## src/rtl/gamma_lut_pkg.sv

```systemverilog
package gamma_lut_pkg;

    // Register addresses
    localparam logic [1:0] ADDR_CTRL  = 2'd0;
    localparam logic [1:0] ADDR_INDEX = 2'd1;
    localparam logic [1:0] ADDR_DATA  = 2'd2;
    localparam logic [1:0] ADDR_CSEL  = 2'd3;

    // Mode encodings
    localparam logic [1:0] MODE_LUT = 2'd2;

    // Control field positions
    localparam int CTRL_SEL_BIT = 4;

    // Colour-select single-channel codes
    localparam logic [2:0] CSEL_RED   = 3'd1;
    localparam logic [2:0] CSEL_GREEN = 3'd2;
    localparam logic [2:0] CSEL_BLUE  = 3'd4;

    // Channel numbers used on the write port
    localparam logic [1:0] CH_RED   = 2'd0;
    localparam logic [1:0] CH_GREEN = 2'd1;
    localparam logic [1:0] CH_BLUE  = 2'd2;

    typedef enum logic [2:0] {
        LD_IDLE  = 3'd0,
        LD_RED   = 3'd1,
        LD_GREEN = 3'd2,
        LD_BLUE  = 3'd3,
        LD_FULL  = 3'd4
    } ld_state_e;

endpackage

```

## src/rtl/lut_load_fsm.sv

```systemverilog
module lut_load_fsm
    import gamma_lut_pkg::*;
#(
    parameter int IDX_W = 4,
    parameter int REG_W = 16,
    localparam int N_PTS = (1 << IDX_W) + 1,
    localparam int PT_W  = $clog2(N_PTS + 1)
) (
    input  logic             clk,
    input  logic             rst_n,
    input  logic             idx_wr,
    input  logic [REG_W-1:0] idx_val,
    input  logic             csel_wr,
    input  logic [2:0]       csel_val,
    input  logic             data_wr,
    output logic             mem_we,
    output logic [1:0]       mem_chan,
    output logic [PT_W-1:0]  ld_idx,
    output logic [2:0]       csel,
    output ld_state_e        ld_state
);

    localparam logic [PT_W-1:0] LAST_PT = PT_W'(N_PTS - 1);

    ld_state_e       state_q, state_d;
    logic [PT_W-1:0] idx_q, idx_d;
    logic [2:0]      csel_q, csel_d;
    logic            single_ch;
    ld_state_e       entry_state;
    logic            at_last;

    // Colour order decode
    always_comb begin
        single_ch = (csel_q == CSEL_RED) || (csel_q == CSEL_GREEN) ||
                    (csel_q == CSEL_BLUE);
        if (csel_q == CSEL_GREEN) begin
            entry_state = LD_GREEN;
        end else if (csel_q == CSEL_BLUE) begin
            entry_state = LD_BLUE;
        end else begin
            entry_state = LD_RED;
        end
        at_last = (idx_q == LAST_PT);
    end

    // State register
    always_ff @(posedge clk) begin
        if (!rst_n) begin
            state_q <= LD_IDLE;
            idx_q   <= '0;
            csel_q  <= '0;
        end else begin
            state_q <= state_d;
            idx_q   <= idx_d;
            csel_q  <= csel_d;
        end
    end

    // Next state
    always_comb begin
        state_d = state_q;
        idx_d   = idx_q;
        csel_d  = csel_q;
        if (csel_wr) begin
            csel_d  = csel_val;
            state_d = LD_IDLE;
        end else if (idx_wr) begin
            if (idx_val >= REG_W'(N_PTS)) begin
                state_d = LD_FULL;
                idx_d   = PT_W'(N_PTS);
            end else begin
                state_d = entry_state;
                idx_d   = idx_val[PT_W-1:0];
            end
        end else if (data_wr) begin
            unique case (state_q)
                LD_IDLE, LD_FULL: begin
                    state_d = state_q;
                end
                LD_RED, LD_GREEN: begin
                    if (single_ch) begin
                        idx_d   = idx_q + 1'b1;
                        state_d = at_last ? LD_FULL : state_q;
                    end else begin
                        state_d = (state_q == LD_RED) ? LD_GREEN : LD_BLUE;
                    end
                end
                LD_BLUE: begin
                    idx_d = idx_q + 1'b1;
                    if (at_last) begin
                        state_d = LD_FULL;
                    end else begin
                        state_d = single_ch ? LD_BLUE : LD_RED;
                    end
                end
                default: begin
                    state_d = LD_IDLE;
                end
            endcase
        end
    end

    // Outputs
    always_comb begin
        mem_we   = 1'b0;
        mem_chan = CH_RED;
        unique case (state_q)
            LD_RED: begin
                mem_we   = data_wr;
                mem_chan = CH_RED;
            end
            LD_GREEN: begin
                mem_we   = data_wr;
                mem_chan = CH_GREEN;
            end
            LD_BLUE: begin
                mem_we   = data_wr;
                mem_chan = CH_BLUE;
            end
            default: begin
                mem_we   = 1'b0;
                mem_chan = CH_RED;
            end
        endcase
        ld_idx   = idx_q;
        csel     = csel_q;
        ld_state = state_q;
    end

endmodule

```

## src/rtl/lut_bank_store.sv

```systemverilog
module lut_bank_store #(
    parameter int CH_W  = 10,
    parameter int IDX_W = 4,
    localparam int N_PTS = (1 << IDX_W) + 1,
    localparam int PT_W  = $clog2(N_PTS + 1)
) (
    input  logic                       clk,
    input  logic                       rst_n,
    input  logic                       we,
    input  logic                       wr_bank,
    input  logic [1:0]                 wr_chan,
    input  logic [PT_W-1:0]            wr_idx,
    input  logic [CH_W-1:0]            wr_data,
    input  logic                       rd_bank,
    input  logic [2:0][IDX_W-1:0]      rd_seg,
    output logic [2:0][CH_W-1:0]       rd_lo,
    output logic [2:0][CH_W-1:0]       rd_hi
);

    logic [CH_W-1:0] lo_b [2][3];
    logic [CH_W-1:0] hi_b [2][3];

    for (genvar b = 0; b < 2; b++) begin : g_bank
        for (genvar c = 0; c < 3; c++) begin : g_chan
            logic [CH_W-1:0] cell_q [N_PTS];
            logic [IDX_W:0]  seg_lo;
            logic [IDX_W:0]  seg_hi;

            always_ff @(posedge clk) begin
                if (!rst_n) begin
                    for (int p = 0; p < N_PTS; p++) begin
                        cell_q[p] <= '0;
                    end
                end else if (we && (wr_bank == 1'(b)) && (wr_chan == 2'(c))) begin
                    cell_q[wr_idx] <= wr_data;
                end
            end

            assign seg_lo     = {1'b0, rd_seg[c]};
            assign seg_hi     = seg_lo + 1'b1;
            assign lo_b[b][c] = cell_q[seg_lo];
            assign hi_b[b][c] = cell_q[seg_hi];
        end
    end

    for (genvar c = 0; c < 3; c++) begin : g_rd
        assign rd_lo[c] = rd_bank ? lo_b[1][c] : lo_b[0][c];
        assign rd_hi[c] = rd_bank ? hi_b[1][c] : hi_b[0][c];
    end

endmodule

```

## src/rtl/lut_interp_pipe.sv

```systemverilog
module lut_interp_pipe #(
    parameter int CH_W  = 10,
    parameter int IDX_W = 4,
    localparam int FRAC_W = CH_W - IDX_W,
    localparam int PROD_W = CH_W + FRAC_W + 2
) (
    input  logic                  clk,
    input  logic                  rst_n,
    input  logic                  in_valid,
    input  logic                  in_lut,
    input  logic [2:0][CH_W-1:0]  in_pix,
    input  logic [2:0][CH_W-1:0]  in_lo,
    input  logic [2:0][CH_W-1:0]  in_hi,
    output logic                  s1_valid,
    output logic                  s1_lut,
    output logic [2:0][CH_W-1:0]  s1_pix,
    output logic [2:0][CH_W-1:0]  s1_lo,
    output logic [2:0][CH_W-1:0]  s1_hi,
    output logic                  out_valid,
    output logic [2:0][CH_W-1:0]  out_pix
);

    logic [2:0][CH_W-1:0] res;

    // Stage 1: capture pixel and neighbouring entries
    always_ff @(posedge clk) begin
        if (!rst_n) begin
            s1_valid <= 1'b0;
            s1_lut   <= 1'b0;
            s1_pix   <= '0;
            s1_lo    <= '0;
            s1_hi    <= '0;
        end else begin
            s1_valid <= in_valid;
            s1_lut   <= in_lut;
            s1_pix   <= in_pix;
            s1_lo    <= in_lo;
            s1_hi    <= in_hi;
        end
    end

    // Blend per channel
    for (genvar c = 0; c < 3; c++) begin : g_mix
        logic signed [PROD_W-1:0] diff;
        logic signed [PROD_W-1:0] frac;
        logic signed [PROD_W-1:0] prod;
        logic signed [PROD_W-1:0] step;
        logic signed [PROD_W-1:0] sum;

        always_comb begin
            diff = PROD_W'($signed({1'b0, s1_hi[c]})) -
                   PROD_W'($signed({1'b0, s1_lo[c]}));
            frac = $signed({{(PROD_W - FRAC_W){1'b0}}, s1_pix[c][FRAC_W-1:0]});
            prod = diff * frac;
            step = prod >>> FRAC_W;
            sum  = PROD_W'($signed({1'b0, s1_lo[c]})) + step;
            res[c] = s1_lut ? sum[CH_W-1:0] : s1_pix[c];
        end
    end

    // Stage 2: output register
    always_ff @(posedge clk) begin
        if (!rst_n) begin
            out_valid <= 1'b0;
            out_pix   <= '0;
        end else begin
            out_valid <= s1_valid;
            out_pix   <= res;
        end
    end

endmodule

```

## src/rtl/gamma_pingpong_lut.sv

```systemverilog
module gamma_pingpong_lut
    import gamma_lut_pkg::*;
#(
    parameter int CH_W  = 10,
    parameter int IDX_W = 4,
    parameter int REG_W = 16
) (
    input  logic             clk,
    input  logic             rst_n,
    input  logic             reg_wr,
    input  logic [1:0]       reg_addr,
    input  logic [REG_W-1:0] reg_wdata,
    output logic [REG_W-1:0] reg_rdata,
    input  logic             frame_start,
    input  logic             pix_valid_i,
    input  logic [CH_W-1:0]  pix_r_i,
    input  logic [CH_W-1:0]  pix_g_i,
    input  logic [CH_W-1:0]  pix_b_i,
    output logic             pix_valid_o,
    output logic [CH_W-1:0]  pix_r_o,
    output logic [CH_W-1:0]  pix_g_o,
    output logic [CH_W-1:0]  pix_b_o
);

    localparam int N_PTS  = (1 << IDX_W) + 1;
    localparam int PT_W   = $clog2(N_PTS + 1);
    localparam int FRAC_W = CH_W - IDX_W;

    // Control registers: pending and active copies
    logic [1:0] pend_mode, act_mode;
    logic       pend_sel,  act_sel;
    logic       lut_on;

    logic            ctrl_wr, idx_wr, data_wr, csel_wr;
    logic            mem_we;
    logic [1:0]      mem_chan;
    logic [PT_W-1:0] ld_idx;
    logic [2:0]      csel;
    ld_state_e       ld_state;
    logic            wr_bank;

    logic [2:0][CH_W-1:0]  pix_in;
    logic [2:0][IDX_W-1:0] seg;
    logic [2:0][CH_W-1:0]  rd_lo, rd_hi;
    logic                  s1_valid, s1_lut;
    logic [2:0][CH_W-1:0]  s1_pix, s1_lo, s1_hi;
    logic [2:0][CH_W-1:0]  out_pix;

    assign ctrl_wr = reg_wr && (reg_addr == ADDR_CTRL);
    assign idx_wr  = reg_wr && (reg_addr == ADDR_INDEX);
    assign data_wr = reg_wr && (reg_addr == ADDR_DATA);
    assign csel_wr = reg_wr && (reg_addr == ADDR_CSEL);

    always_ff @(posedge clk) begin
        if (!rst_n) begin
            pend_mode <= '0;
            pend_sel  <= 1'b0;
            act_mode  <= '0;
            act_sel   <= 1'b0;
        end else begin
            if (ctrl_wr) begin
                pend_mode <= reg_wdata[1:0];
                pend_sel  <= reg_wdata[CTRL_SEL_BIT];
            end
            if (frame_start) begin
                act_mode <= pend_mode;
                act_sel  <= pend_sel;
            end
        end
    end

    assign lut_on  = (act_mode == MODE_LUT);
    assign wr_bank = ~act_sel;

    always_comb begin
        reg_rdata = '0;
        unique case (reg_addr)
            ADDR_CTRL: begin
                reg_rdata[1:0]          = act_mode;
                reg_rdata[CTRL_SEL_BIT] = act_sel;
            end
            ADDR_INDEX: reg_rdata[PT_W-1:0] = ld_idx;
            ADDR_CSEL:  reg_rdata[2:0]      = csel;
            default:    reg_rdata           = '0;
        endcase
    end

    lut_load_fsm #(
        .IDX_W (IDX_W),
        .REG_W (REG_W)
    ) u_load (
        .clk      (clk),
        .rst_n    (rst_n),
        .idx_wr   (idx_wr),
        .idx_val  (reg_wdata),
        .csel_wr  (csel_wr),
        .csel_val (reg_wdata[2:0]),
        .data_wr  (data_wr),
        .mem_we   (mem_we),
        .mem_chan (mem_chan),
        .ld_idx   (ld_idx),
        .csel     (csel),
        .ld_state (ld_state)
    );

    assign pix_in[0] = pix_r_i;
    assign pix_in[1] = pix_g_i;
    assign pix_in[2] = pix_b_i;

    for (genvar c = 0; c < 3; c++) begin : g_seg
        assign seg[c] = pix_in[c][CH_W-1 -: IDX_W];
    end

    lut_bank_store #(
        .CH_W  (CH_W),
        .IDX_W (IDX_W)
    ) u_store (
        .clk     (clk),
        .rst_n   (rst_n),
        .we      (mem_we),
        .wr_bank (wr_bank),
        .wr_chan (mem_chan),
        .wr_idx  (ld_idx),
        .wr_data (reg_wdata[CH_W-1:0]),
        .rd_bank (act_sel),
        .rd_seg  (seg),
        .rd_lo   (rd_lo),
        .rd_hi   (rd_hi)
    );

    lut_interp_pipe #(
        .CH_W  (CH_W),
        .IDX_W (IDX_W)
    ) u_interp (
        .clk       (clk),
        .rst_n     (rst_n),
        .in_valid  (pix_valid_i),
        .in_lut    (lut_on),
        .in_pix    (pix_in),
        .in_lo     (rd_lo),
        .in_hi     (rd_hi),
        .s1_valid  (s1_valid),
        .s1_lut    (s1_lut),
        .s1_pix    (s1_pix),
        .s1_lo     (s1_lo),
        .s1_hi     (s1_hi),
        .out_valid (pix_valid_o),
        .out_pix   (out_pix)
    );

    assign pix_r_o = out_pix[0];
    assign pix_g_o = out_pix[1];
    assign pix_b_o = out_pix[2];

endmodule

```

## config.mk

```make
export PLATFORM = sky130hd
export DESIGN_NAME = gamma_pingpong_lut
export DESIGN_NICKNAME = d
export VERILOG_FILES = /design/src/rtl/gamma_lut_pkg.sv /design/src/rtl/lut_load_fsm.sv /design/src/rtl/lut_bank_store.sv /design/src/rtl/lut_interp_pipe.sv /design/src/rtl/gamma_pingpong_lut.sv
export SDC_FILE = /design/constraint.sdc
export NUM_CORES = 2
export LEC_CHECK = 0
export ABC_AREA = 1
export BUFFER_PORTS_ARGS = -buffer_cell sky130_fd_sc_hd__buf_4
export CORE_ASPECT_RATIO = 0.7
export CORE_MARGIN = 2
export CORE_UTILIZATION = 50
export CTS_BUF_LIST = sky130_fd_sc_hd__clkbuf_4
export DETAILED_ROUTE_END_ITERATION = 16
export GPL_TIMING_DRIVEN = 0
export PLACE_DENSITY = 0.66
export SLEW_MARGIN = 20
export SYNTH_ARGS = -nofsm -noshare
export SYNTH_HDL_FRONTEND = slang
export SYNTH_SLANG_ARGS = --single-unit
```

## constraint.sdc

```tcl
create_clock -name clk -period 8.2 [get_ports clk]
set_input_delay 1.23 -clock clk [delete_from_list [all_inputs] [get_ports clk]]
set_output_delay 1.23 -clock clk [all_outputs]
set_load 0.01 [all_outputs]
```

==> impl_results.md <==
* Sw Share at 0.3650
* Die H at 351.1 µm
* Fin crit share at 0.8757
* Post-cts resize count at 0
* Register share of total power at 0.398
* Layout area overhead at 10.49%
* DRT Wirelength at 365900 µm
* Combinational power share at 0.305
* Crit path max fanout at 5
* Clock share of power at 0.297
* CTS clk-pin slew, worst paths at 0.07 ns
* CP Class: reg -> reg
* Routed len/inst at 29.54 µm
* RD Place Congestion at 1.139
* First-pass GRT wire length at 503500 µm
* Die area at 175500 µm²
* Status: finished clean
* H-tree depth at 5
* Number of nets in the layout at 10170
* Fmax at 0.1393 GHz
* Most frequent cells in the layout: nor2_1, edfxtp_1, nand2_1, o21ai_0, inv_1
* Number of buffers added on ports at 88
* Clk sinks at 1580
* Final cell count without fillers at 12390
* Die Span X at 499.8 µm
* Tmin final at 7.181 ns
* Setup-failing EPs final at 0
* Yosys warnings at 0
* Startpoint types: flip-flop
* Crit. End Element: flip-flop
* Max incr delay on CP at 0.52 ns
* Sequential share of the synthesized area at 0.5351
* Number of core rows at 127
* Share of layout cells above drive strength 1 at 0.1117
* Syn avg cell area at 9.241 µm²
* Hpwl dp at 273900 µm
* Setup Buffers After CTS at 0
* Ys flop type: edfxtp_1
* Post-synth EDFFs at 1440
* First-iteration detailed-routing DRC count at 14520
* Pre-antenna DRT Iters at 7
* Final Max Tran Viols at 0
* Clk Tree Root Cell: clkbuf_4
* Fraction of registers with async set/reset at 0
* Max-Cap Viols at 0
* Lkg Pwr at 38.27 nW
* Setup_tns at 0 ns
* Cell count after placement at 11680
* Worst-Margin Slew at 1.379 ns
* Number of global-route vias before repair at 69900
* Slew Limit Headroom at 0.08061
* Fin. Hold Viols at 0
* Critical path arrival at 8.46 ns
* Most common cell after layout, fill and taps aside: nor2_1
* Largest net degree at the start of global routing at 47
* Cell Pwr Density at 241.5 nW/µm²
* FILL cells at 15490
* Net Switching at 8.380 mW
* Total CTS buffers at 402
* Top cell by count, worst path: nand2_1
* DR DRC count at 0
* Vias per std cell at 6.244
* Max IR drop VDD at 203.6 µV
* Overflow after GRT at 0
* RSZ-0062 raised after global routing: false
* Clock skew at 0.1644 ns
* Post-Synthesis Cells at 9311
* CTS tree: done
* Core area at 171100 µm²
* I/O Pins at 100
* Post-Syn Area at 86040 µm²
* ANT nets after route at 0
* Min-Delay Path Class: in -> reg
* Initial Utilization at 0.5028
* Initial antenna violation count at 34
* Synth Register Bits at 1580
* Via Count at 77340
* Worst-skew pair later-pin latency at 1.44 ns
* GRT Overall Usage at 0.4066
* Max clock buf depth at 4
* Synth cell types at 47
* Critical path's slowest cell: fa_1
* CP required at 9.48 ns
* Internal power at 14.58 mW
==> state kept, by name, indices dropped and copies added (netlist names) <==
register and flops:
act_mode 2, act_sel 1, pend_mode 2, pend_sel 1
u_interp.out_pix 30, u_interp.out_valid 1, u_interp.s1_hi 30, u_interp.s1_lo 30
u_interp.s1_lut 1, u_interp.s1_pix 30, u_interp.s1_valid 1, u_load.csel 3
u_load.ld_idx 5, u_load.ld_state 3, u_store.g_bank.g_chan.cell_q 1440
==> layout make-up <==
cell class	count	area, µm²	share of cell area
inverters	609	2293	0.02413
well taps	2257	2824	0.02971
clock inverters	106	583.1	0.006133
plain buffers	738	3557	0.03742
repair buffers	113	1126	0.01185
clock buffers	568	4264	0.04486
flip-flops and latches	1580	46040	0.4844
diodes	21	52.55	0.0005528
multi-input cells	6394	34320	0.3610
==> layer usage <==
layer  track usage  vias up  part of all wire
met1        0.5932    37250              0.41
met4        0.1404       22             0.038
met5             0        -           0.00077
met3        0.2157      851              0.19
li1              -    33120                 -
met2        0.5010     6100              0.36
==> Yosys cell counts, types with 13 or more instances <==
| master | instances | area share |
|---|---|---|
| inv_2 | 13 | 0.00057 |
| inv_1 | 575 | 0.025 |
| ha_1 | 154 | 0.022 |
| a21oi_1 | 447 | 0.026 |
| buf_1 | 36 | 0.0016 |
| xnor2_1 | 26 | 0.0026 |
| clkinv_1 | 15 | 0.00065 |
| nand2_1 | 1267 | 0.055 |
| buf_2 | 120 | 0.0070 |
| buf_6 | 45 | 0.0059 |
| buf_4 | 49 | 0.0043 |
| o221ai_1 | 32 | 0.0033 |
| nand2_2 | 51 | 0.0037 |
| nor2_2 | 70 | 0.0051 |
| o22ai_1 | 122 | 0.0089 |
| xor2_1 | 47 | 0.0048 |
| o211ai_1 | 430 | 0.038 |
| dfxtp_1 | 140 | 0.033 |
| edfxtp_1 | 1440 | 0.50 |
| o21ai_0 | 927 | 0.054 |
| fa_1 | 129 | 0.030 |
| mux2i_1 | 240 | 0.028 |
| nand4_1 | 17 | 0.0012 |
| clkbuf_1 | 480 | 0.021 |
| o21ai_1 | 33 | 0.0019 |
| nor2_1 | 1955 | 0.085 |
| nand3_1 | 370 | 0.022 |
==> kinds of logic after synthesis <==
| family | Yosys count | synth area share |
|---|---|---|
| multiplexers | 240 | 0.02792 |
| AND/OR/NAND/NOR | 3765 | 0.1754 |
| other | 1 | 0.00004358 |
| AO/OA/AOI/OAI | 2022 | 0.1342 |
| flip-flops | 1580 | 0.5351 |
| buffers and inverters | 1347 | 0.06745 |
| XOR/XNOR | 73 | 0.007431 |
| adder cells (fa/ha/maj) | 283 | 0.05241 |
==> timing repair <==
item / CTS / global route
hold buffers: 10 / 0
endpoints found under the setup margin: 0 / 0
hold endpoints to repair: 10 / 0
==> per-stage QoR <==
stage	hold WS [ns]	worst slack (ns)	utilization	power, mW	area [µm²]
2_1_floorplan	0.3905	2.142	-	13.90	86080
3_3_place_gp	0.4458	1.024	0.5233	15.95	89560
3_5_place_dp	0.4467	0.9765	0.5262	16.06	90050
4_1_cts	0.004473	1.006	0.5551	22.73	95000
5_1_grt	0.01620	0.4096	0.5553	24.05	95040
6_report	0.1039	1.019	0.5555	22.96	95060
==> power by group through the flow <==
stage | combinational, mW | clock (mW) | sequential (mW)
after floorplan | 4.65 | 0 | 9.25
after global placement | 6.64 | 0 | 9.30
after detailed placement | 6.75 | 0 | 9.31
after global routing | 7.72 | 7.18 | 9.15
after CTS | 6.81 | 6.79 | 9.13
final | 7.01 | 6.81 | 9.14
==> worst max-delay path, delay by kind of cell (launching register included) <==
kind | cells | cell delay (ns)
adders and majority gates | 8 | 3.29
and+or+nand+nor | 19 | 1.83
buffers and inverters | 7 | 0.54
AOI/OAI and AO/OA | 3 | 0.54
xor gates and xnor gates | 2 | 0.48
DFF | 1 | 0.38
==> worst paths after layout <==
| check | start | end | slack (ns) | depth (start not counted) |
|---|---|---|---|---|
| setup / recovery | u_interp.s1_lo[20] | u_interp.out_pix[29] | 1.02 | 39 |
| hold / removal | pix_g_i[2] | u_interp.s1_pix[12] | 0.10 | 3 |
| setup reg to reg | u_interp.s1_lo[20] | u_interp.out_pix[29] | 1.02 | 39 |
| hold reg to reg | u_interp.s1_pix[27] | u_interp.out_pix[27] | 0.46 | 2 |
Power figures use the tool's default switching activity.
